<file path="src/rtl/mdio_pkg.sv">
package mdio_pkg;
  localparam int PHY_W      = 5;
  localparam int REG_W      = 5;
  localparam int DATA_W     = 16;
  localparam int FRAME_BITS = 64;
  localparam int TA_SLOT    = 46;
  localparam int DATA_SLOT  = 48;
  localparam int SLOT_W     = $clog2(FRAME_BITS);

  typedef struct packed {
    logic [PHY_W-1:0] phy;
    logic [REG_W-1:0] regi;
    logic             wr;
  } mdio_cmd_t;
endpackage

</file>
<file path="src/rtl/mdio_clkdiv.sv">
module mdio_clkdiv #(
  parameter int DIV_HALF = 10
) (
  input  logic clk,
  input  logic rst,
  input  logic en,
  output logic mdc,
  output logic rise_tk,
  output logic fall_tk
);
  localparam int CW = (DIV_HALF < 2) ? 1 : $clog2(DIV_HALF);

  logic [CW-1:0] cnt;
  logic          wrap;

  assign wrap    = (cnt == CW'(DIV_HALF - 1));
  assign rise_tk = en && wrap && !mdc;
  assign fall_tk = en && wrap && mdc;

  always_ff @(posedge clk) begin
    if (rst || !en) begin
      cnt <= '0;
      mdc <= 1'b0;
    end else if (wrap) begin
      cnt <= '0;
      mdc <= ~mdc;
    end else begin
      cnt <= cnt + 1'b1;
    end
  end


  mdc_idle_low_chk: assert property (@(posedge clk) disable iff (rst)
    !en |=> !mdc);
endmodule

</file>
<file path="src/rtl/mdio_shift_engine.sv">
module mdio_shift_engine
  import mdio_pkg::*;
(
  input  logic              clk,
  input  logic              rst,
  input  logic              start,
  input  mdio_cmd_t         cmd,
  input  logic [DATA_W-1:0] wdata,
  input  logic              rise_tk,
  input  logic              fall_tk,
  input  logic              mdio_i,
  output logic              active,
  output logic              mdio_o,
  output logic              mdio_oe,
  output logic              done,
  output logic [DATA_W-1:0] rdata
);
  logic [FRAME_BITS-1:0] shreg;
  logic [SLOT_W-1:0]     slot;
  logic                  is_rd;
  logic [FRAME_BITS-1:0] frame;
  logic [SLOT_W-1:0]     slot_nx;

  always_comb begin
    frame = {{32{1'b1}}, 2'b01, (cmd.wr ? 2'b01 : 2'b10), cmd.phy, cmd.regi,
             2'b10, (cmd.wr ? wdata : {DATA_W{1'b1}})};
    slot_nx = slot + 1'b1;
  end

  always_ff @(posedge clk) begin
    if (rst) begin
      shreg   <= '0;
      slot    <= '0;
      is_rd   <= 1'b0;
      active  <= 1'b0;
      mdio_o  <= 1'b1;
      mdio_oe <= 1'b0;
      done    <= 1'b0;
      rdata   <= '0;
    end else begin
      done <= 1'b0;
      if (start && !active) begin
        shreg   <= frame;
        slot    <= '0;
        is_rd   <= !cmd.wr;
        active  <= 1'b1;
        mdio_o  <= frame[FRAME_BITS-1];
        mdio_oe <= 1'b1;
      end else if (active) begin
        if (rise_tk && is_rd && (int'(slot) >= DATA_SLOT))
          rdata <= {rdata[DATA_W-2:0], mdio_i};
        if (fall_tk) begin
          if (slot == SLOT_W'(FRAME_BITS - 1)) begin
            active  <= 1'b0;
            mdio_oe <= 1'b0;
            mdio_o  <= 1'b1;
            done    <= 1'b1;
          end else begin
            slot    <= slot_nx;
            shreg   <= {shreg[FRAME_BITS-2:0], 1'b0};
            mdio_o  <= shreg[FRAME_BITS-2];
            mdio_oe <= !(is_rd && (int'(slot_nx) >= TA_SLOT));
          end
        end
      end
    end
  end


  rd_release_chk: assert property (@(posedge clk) disable iff (rst)
    active && is_rd && (int'(slot) >= TA_SLOT) |-> !mdio_oe);

  idle_release_chk: assert property (@(posedge clk) disable iff (rst)
    !active |-> !mdio_oe);

  wr_driven_chk: assert property (@(posedge clk) disable iff (rst)
    active && !is_rd |-> mdio_oe);
endmodule

</file>
<file path="src/rtl/mdio_regfile.sv">
module mdio_regfile
  import mdio_pkg::*;
#(
  parameter int ADDR_W = 4
) (
  input  logic              clk,
  input  logic              rst,
  input  logic [ADDR_W-1:0] bus_addr,
  input  logic              bus_we,
  input  logic [31:0]       bus_wdata,
  input  logic              bus_re,
  output logic [31:0]       bus_rdata,
  input  logic              done,
  input  logic [DATA_W-1:0] rdata,
  output logic              start,
  output mdio_cmd_t         start_cmd,
  output logic [DATA_W-1:0] data_q,
  output logic              busy
);
  localparam logic [ADDR_W-1:0] CMD_OFS  = ADDR_W'(0);
  localparam logic [ADDR_W-1:0] DATA_OFS = ADDR_W'(4);
  localparam int PHY_LSB = 11;
  localparam int REG_LSB = 6;

  mdio_cmd_t cmd_q;
  logic      cmd_wr_ok;

  always_comb begin
    cmd_wr_ok       = bus_we && (bus_addr == CMD_OFS) && !busy;
    start           = cmd_wr_ok && bus_wdata[0];
    start_cmd.phy   = bus_wdata[PHY_LSB +: PHY_W];
    start_cmd.regi  = bus_wdata[REG_LSB +: REG_W];
    start_cmd.wr    = bus_wdata[1];
  end

  always_ff @(posedge clk) begin
    if (rst) begin
      cmd_q     <= '0;
      busy      <= 1'b0;
      data_q    <= '0;
      bus_rdata <= '0;
    end else begin
      if (cmd_wr_ok) begin
        cmd_q <= start_cmd;
        busy  <= bus_wdata[0];
      end
      if (bus_we && (bus_addr == DATA_OFS))
        data_q <= bus_wdata[DATA_W-1:0];
      if (done) begin
        busy <= 1'b0;
        if (!cmd_q.wr) data_q <= rdata;
      end
      if (bus_re) begin
        if (bus_addr == CMD_OFS)
          bus_rdata <= {16'b0, cmd_q.phy, cmd_q.regi, 4'b0, cmd_q.wr, busy};
        else if (bus_addr == DATA_OFS)
          bus_rdata <= {{(32-DATA_W){1'b0}}, data_q};
        else
          bus_rdata <= '0;
      end
    end
  end


  start_busy_chk: assert property (@(posedge clk) disable iff (rst)
    start |=> busy);

  busy_hold_chk: assert property (@(posedge clk) disable iff (rst)
    busy && !done |=> busy && $stable(cmd_q));
endmodule

</file>
<file path="src/rtl/mdio_bridge.sv">
module mdio_bridge
  import mdio_pkg::*;
#(
  parameter int ADDR_W   = 4,
  parameter int DIV_HALF = 10
) (
  input  logic              clk,
  input  logic              rst,
  input  logic [ADDR_W-1:0] bus_addr,
  input  logic              bus_we,
  input  logic [31:0]       bus_wdata,
  input  logic              bus_re,
  output logic [31:0]       bus_rdata,
  output logic              mdc,
  output logic              mdio_o,
  output logic              mdio_oe,
  input  logic              mdio_i
);
  logic              start, busy, done, active, rise_tk, fall_tk;
  mdio_cmd_t         start_cmd;
  logic [DATA_W-1:0] data_q, rdata;

  mdio_regfile #(.ADDR_W(ADDR_W)) u_regs (
    .clk(clk), .rst(rst), .bus_addr(bus_addr), .bus_we(bus_we),
    .bus_wdata(bus_wdata), .bus_re(bus_re), .bus_rdata(bus_rdata),
    .done(done), .rdata(rdata), .start(start), .start_cmd(start_cmd),
    .data_q(data_q), .busy(busy)
  );

  mdio_clkdiv #(.DIV_HALF(DIV_HALF)) u_div (
    .clk(clk), .rst(rst), .en(active), .mdc(mdc),
    .rise_tk(rise_tk), .fall_tk(fall_tk)
  );

  mdio_shift_engine u_eng (
    .clk(clk), .rst(rst), .start(start), .cmd(start_cmd), .wdata(data_q),
    .rise_tk(rise_tk), .fall_tk(fall_tk), .mdio_i(mdio_i),
    .active(active), .mdio_o(mdio_o), .mdio_oe(mdio_oe), .done(done),
    .rdata(rdata)
  );


  active_busy_chk: assert property (@(posedge clk) disable iff (rst)
    active |-> busy);
endmodule

</file>
<file path="config.mk">
export PLATFORM = sky130hd
export DESIGN_NAME = mdio_bridge
export DESIGN_NICKNAME = d
export VERILOG_FILES = /design/src/rtl/mdio_pkg.sv /design/src/rtl/mdio_clkdiv.sv /design/src/rtl/mdio_shift_engine.sv /design/src/rtl/mdio_regfile.sv /design/src/rtl/mdio_bridge.sv
export SDC_FILE = /design/constraint.sdc
export NUM_CORES = 1
export LEC_CHECK = 0
export BUFFER_PORTS_ARGS = -buffer_cell sky130_fd_sc_hd__buf_2
export CAP_MARGIN = 20
export CORE_MARGIN = 8
export CORE_UTILIZATION = 50
export DETAILED_ROUTE_END_ITERATION = 8
export PLACE_DENSITY = 0.73
export SLEW_MARGIN = 20
export SYNTH_ARGS = -nofsm -noshare
export SYNTH_HDL_FRONTEND = slang
export SYNTH_HIERARCHICAL = 1
export SYNTH_SLANG_ARGS = --single-unit
</file>
<file path="constraint.sdc">
create_clock -name clk -period 2.55 [get_ports clk]
set_clock_uncertainty 0.15 [all_clocks]
set_input_delay 0.3825 -clock clk [delete_from_list [all_inputs] [get_ports clk]]
set_output_delay 0.3825 -clock clk [all_outputs]
set_load 0.005 [all_outputs]
</file>
Word-level counts from Yosys, hierarchy flattened
Index checks and enable logic that the tools add are counted.
{"block": "op_classes", "n_bitwise": 5, "shifts": 0, "n_reduce_logical": 29, "addsub": 2, "mux": 21, "div": 0, "order_cmp": 2, "eq_ne": 4, "multipliers": 0}
{"cell": "63-bit 2-to-1 mux", "n": 4}
{"cell": "16-bit 2-to-1 mux", "n": 5}
{"cell": "32-bit 2-to-1 mux", "n": 1}
{"cell": "6-bit >= comparator, second input constant", "n": 2}
{"cell": "1-bit logical AND", "n": 11}
{"cell": "1-bit 2-to-1 mux", "n": 10}
{"cell": "3-bit AND reduction", "n": 3}
{"cell": "6-bit by 1-bit adder with 6-bit output, second input constant", "n": 1}
{"cell": "6-bit == test, second input constant", "n": 1}
{"cell": "2-bit OR reduction", "n": 3}
{"cell": "1-bit zero test", "n": 5}
{"cell": "1-bit NOT", "n": 5}
{"cell": "4-bit by 1-bit adder with 4-bit output, second input constant", "n": 1}
{"cell": "4-bit by 3-bit == test with 1-bit output, second input constant", "n": 1}
{"cell": "4-bit == test, second input constant", "n": 1}
{"cell": "4-bit zero test", "n": 1}
{"cell": "2-bit AND reduction", "n": 2}
{"cell": "2-bit nonzero test", "n": 2}
{"cell": "4-bit OR reduction", "n": 1}
{"cell": "2-bit 2-to-1 mux", "n": 1}
{"cell": "2-bit by 1-bit != test with 1-bit output, second input constant", "n": 1}
{"cell": "1-bit logical OR", "n": 1}
{"block": "word_totals", "n_memories": 0, "mem_bits_rw": 0, "romBits": 0, "ff_bits": 155, "latch_bits": 0, "input_bits": 41}

Logic depth before layout (Yosys ltp)
{"block": "logic_depth", "ltp_word": 8, "mapped_depth": 11, "mapped_depth_nobuf": 8}

Cells and area by module
The synthesis kept the hierarchy.
{"module": "mdio_shift_engine", "area_each_um2": 3629.7, "cells_each": 444, "n_inst": 1}
{"module": "mdio_regfile", "area_each_um2": 2183.3, "cells_each": 247, "n_inst": 1}
{"module": "mdio_clkdiv", "area_each_um2": 232.7, "cells_each": 22, "n_inst": 1}

Worst setup path before layout
OpenSTA, ideal clock, no wires.
{"block": "synth_timing", "kind": "input port to flip-flop", "from": "in bus_addr[3]", "to": "reg u_eng.shreg[10]", "setup_slack_ns": 0.144, "n_path_buf": 3, "setup_ns": 0.088, "arrival_ns": 2.168, "stages": 9, "cell_sequence": "nor4_4 -> nor3b_4 -> buf_6 -> and2_1 -> nor2b_1 -> buf_2 -> clkbuf_1 -> nor3_1 -> nor4_2"}
{"block": "synth_via", "elab_chain_len": 7, "elab_cells_between_ends": 10}
{"element": "start, declared", "line": "mdio_bridge.sv:9", "source": "input logic [ADDR_W-1:0] bus_addr,"}
{"element": "4-bit zero test *", "line": "mdio_regfile.sv:29", "source": "cmd_wr_ok = bus_we && (bus_addr == CMD_OFS) && !busy;"}
{"element": "1-bit logical AND * (2 in series)", "line": "mdio_regfile.sv:29"}
{"element": "1-bit logical AND *", "line": "mdio_regfile.sv:30", "source": "start = cmd_wr_ok && bus_wdata[0];"}
{"element": "net start", "line": "mdio_bridge.sv:19", "source": "logic start, busy, done, active, rise_tk, fall_tk;"}
{"element": "1-bit logical AND *", "line": "mdio_shift_engine.sv:42", "source": "if (start && !active) begin"}
{"element": "2-bit by 1-bit != test with 1-bit output (no source line) / 2-bit nonzero test (equally long branches)"}
{"element": "3-bit AND reduction (no source line)"}
{"element": "end signal, assigned", "line": "mdio_shift_engine.sv:43", "source": "shreg <= frame;"}
{"element": "end signal, assigned", "line": "mdio_shift_engine.sv:60", "source": "shreg <= {shreg[FRAME_BITS-2:0], 1'b0};"}
{"element": "end, declared", "line": "mdio_shift_engine.sv:18", "source": "logic [FRAME_BITS-1:0] shreg;"}
Mark *: on every way through the listed nets, which the timed path passes. The rest lies on a longest branch.
A chain may end at the register's enable or synchronous reset.

Worst setup path in the final report
{"block": "layout_timing", "from": "reg u_div.cnt[0]", "to": "reg u_eng.mdio_oe"}
{"block": "layout_via", "elab_chain_len": 5}
{"element": "start, declared", "line": "mdio_clkdiv.sv:13", "source": "logic [CW-1:0] cnt;"}
{"element": "start signal, assigned", "line": "mdio_clkdiv.sv:28", "source": "cnt <= cnt + 1'b1;"}
{"element": "4-bit == test", "line": "mdio_clkdiv.sv:16", "source": "assign wrap = (cnt == CW'(DIV_HALF - 1));"}
{"element": "1-bit logical AND (2 in series)", "line": "mdio_clkdiv.sv:18", "source": "assign fall_tk = en && wrap && mdc;"}
{"element": "net fall_tk", "line": "mdio_bridge.sv:19"}
{"element": "2-bit nonzero test (no source line)"}
{"element": "2-bit AND reduction (no source line)"}
{"element": "end signal, assigned", "line": "mdio_shift_engine.sv:62", "source": "mdio_oe <= !(is_rd && (int'(slot_nx) >= TA_SLOT));"}
{"element": "end, declared", "line": "mdio_shift_engine.sv:14", "source": "output logic mdio_oe,"}
The timed path passes the listed nets, and every way through them passes these cells.

==> impl_metrics.json <==
{
  "synth.distinct_cells": 50,
  "crit_path_start": "u_div/cnt[0]",
  "ys_ff_latch": 139,
  "gp_congestion": 0.8371,
  "clkLatencyLatePin_ns": 0.41,
  "grt_pass1_vias": 4802,
  "outcome": "finished, final reports clean",
  "rrSetupSlack_ns": 0.31,
  "synth_top_family_by_area": "simple AND/OR/NAND/NOR gates",
  "dpl_cell_area_um2": 6241,
  "max_freq_mhz": 445.6,
  "clock_path_buffers": 2,
  "end_kind": "register",
  "antenna_found_initial": 0,
  "setup_viol": 0,
  "nets": 773,
  "fin_area_um2": 6902,
  "r2r_end": "u_eng/mdio_oe",
  "slowest_delay_ns": 0.38,
  "antenna_cells": 0,
  "yosysWarnings": 6,
  "grt_pass1_wl_mm": 23.15,
  "ctsHoldBuffers": 0,
  "yosysMostFrequentCell": "dfxtp_1",
  "power_mw": 4.992,
  "numPortBuffers": 43,
  "vias": 5049,
  "total_leakage_power_nw": 2.704,
  "pre_cts_ws_ns": 0.1059,
  "syn_avg_cell_area_um2": 8.479,
  "drt-total-wl_mm": 13.82,
  "power_density_nw_per_um2": 723.2,
  "worstPathRequired_ns": 2.73,
  "grt_max_degree": 61,
  "synth_largest_area_cell": "dfxtp_1",
  "synth_commonest_cells": "dfxtp_1 (139), nor2_1 (127), nor3_1 (89)",
  "slew_violations": 0,
  "synth_area_leaders": "dfxtp_1 (46%), nor2_1 (7.9%), nor3_1 (7.4%), buf_4 (3.7%), nand2b_1 (3.1%)",
  "h-tree-depth": 4,
  "fin_crit_sh": 0.8802,
  "ant_nets": 0,
  "timing.critical_path.to": "u_eng/mdio_oe",
  "synth_edf_count": 0,
  "start_util": 0.5076,
  "synth_top_area_share": 0.4603,
  "r2r_start": "u_div/cnt[0]",
  "cpMaxStageDelayCell": "dfxtp_1",
  "grt_overflow": 0,
  "ir_drop_mv": 0.4257,
  "synth_compound_area_frac": 0.1308,
  "asyncSetResetFlopFracSynth": 0,
  "cts_tree": "done",
  "wire_per_inst_um": 15.56,
  "cts_sinks": 139,
  "synthAdderAreaFrac": 0.008278,
  "coreArea_um2": 11910,
  "fp.dieH_um": 126.0,
  "crit_chain": "ha_1 -> nand3_1 -> nor3b_2 -> and2_1 -> o21ai_4 -> buf_4 -> o41a_1 -> o31ai_1",
  "critPathKind": "reg -> reg",
  "min_path_type": "in -> reg",
  "vias_per_cell": 5.686,
  "layout_min_cycle_time_ns": 2.244,
  "synth_cells": 713,
  "worstMarginPinSlew_ns": 0.5998,
  "worst-path-max-fanout": 5,
  "slew_headroom": 0.6001,
  "rsz0062_at_grt": "no",
  "syn_area_um2": 6046,
  "maxCapViolations": 0,
  "syn2layout_area_growth_pct": 14.16,
  "tns_ns": 0,
  "synthMuxAreaShare": 0.01987,
  "worstSetupStartpointType": "register",
  "synth_flop_cell": "dfxtp_1",
  "firstDrtPassIters": 4,
  "first_iter_violations": 396,
  "drive_gt1_frac": 0.1768,
  "rows": 40,
  "hold_violations": 0,
  "synth_simple_gate_area_frac": 0.2953,
  "die_w_um": 126.0,
  "grt.total_usage": 0.1728,
  "final_util": 0.5794,
  "reg2reg_depth": 8,
  "path_delay_family": "simple AND/OR/NAND/NOR gates",
  "hpwl_mm": 8.885,
  "dieArea_um2": 15870,
  "layout_setup_ws_ns": 0.3056,
  "cp.arrival_ns": 2.42,
  "ys_seq_area_frac": 0.4603,
  "clockRootBuffer": "clkbuf_16",
  "synth_xor_area_frac": 0.005795,
  "cts_buffers": 17,
  "drc": 0,
  "cp_num_buf_inv": 1,
  "clkSlewWorstSetupHoldPaths_ns": 0.06,
  "ios": 76,
  "path_depth": 8
}
==> worst register-to-register path: stages, from the launching register on <==
cell and delay (ns):
dfxtp_1 0.38, ha_1 0.23, nand3_1 0.13, nor3b_2 0.22, and2_1 0.32, o21ai_4 0.13, buf_4 0.15, o41a_1 0.38
o31ai_1 0.06
==> power by group <==
group	internal [mW]	switching (mW)	total [mW]
registers	2.20	0.0162	2.22
clock network	1.64	0.940	2.58
logic	0.0725	0.122	0.195
total	3.91	1.08	4.99
==> how the worst min path moves through the flow <==
stage                                from         endpoint  slack [ns]  cells after the start
final                              mdio_i   u_eng/rdata[0]        0.07                      3
after global placement       u_div/cnt[0]     u_div/cnt[0]        0.29                      1
after detailed placement  u_eng/shreg[15]  u_eng/shreg[16]        0.30                      2
after global routing               mdio_i   u_eng/rdata[0]        0.07                      3
after floorplan                u_eng/done      u_regs/busy        0.25                      1
after CTS                          mdio_i   u_eng/rdata[0]        0.06                      3
==> placed cells by master, fill, tap and decap left out, drive strengths merged, types with 3 or more instances in the layout <==
cell type	netlist	final
a22oi	12	12
inv	4	6
bufinv	0	4
o21ai	21	22
nor3b	4	4
nor4	16	16
nor3	89	89
nand2	45	45
a311oi	17	17
o221a	10	10
buf	55	64
a211oi	16	16
mux2i	12	12
and2	3	3
clkinvlp	0	4
dfxtp	139	139
clkinv	0	4
nand3	27	27
nor2	127	127
clkbuf	29	18
conb	1	16
ha	4	4
nand2b	30	30
a21oi	30	30
==> state kept, by name, indices dropped and copies added (netlist names), 4 cells and up <==
signal,cells
u_regs/bus_rdata,16
u_eng/shreg,63
u_regs/cmd_q,11
u_div/cnt,4
u_eng/rdata,16
u_regs/data_q,16
u_eng/slot,6
==> kinds of logic after synthesis <==
logic type,after synthesis
simple gates,353
flops,139
compound gates,112
buf+inv,88
mux,12
fa+ha+maj,4
xor+xnor,4
other cells,1
==> final cells by class <==
type / instances / area (um^2)
clock buffer: 18 / 429.2
clock inverter: 14 / 195.2
fill: 1027 / 5010
inverter: 4 / 15.01
multi-input combinational: 502 / 2870
sequential: 139 / 2783
tap: 147 / 183.9
timing repair buffer: 64 / 425.4
==> what timing repair did <==
action,in CTS,in global routing
gates resized for setup,0,1
setup endpoints to repair,0,37
setup buffers,0,3
==> metrics by stage <==
stage,cells,hold WS [ns]
4_1_cts,884,0.06353
3_3_place_gp,852,0.2943
2_1_floorplan,728,0.2522
5_1_grt,888,0.06763
3_5_place_dp,852,0.2989
6_report,888,0.06932
==> layer usage <==
layer | routed length (um) | up-vias | share of wire | track usage
met2 | 6503 | 156 | 0.47 | 0.2839
met1 | 6155 | 2393 | 0.45 | 0.2133
met3 | 963 | 17 | 0.070 | 0.05021
li1 | - | 2483 | - | -
met4 | 198 | 0 | 0.014 | 0.05520
met5 | 0 | - | 0 | 0
(Power assumes the default switching activity.)
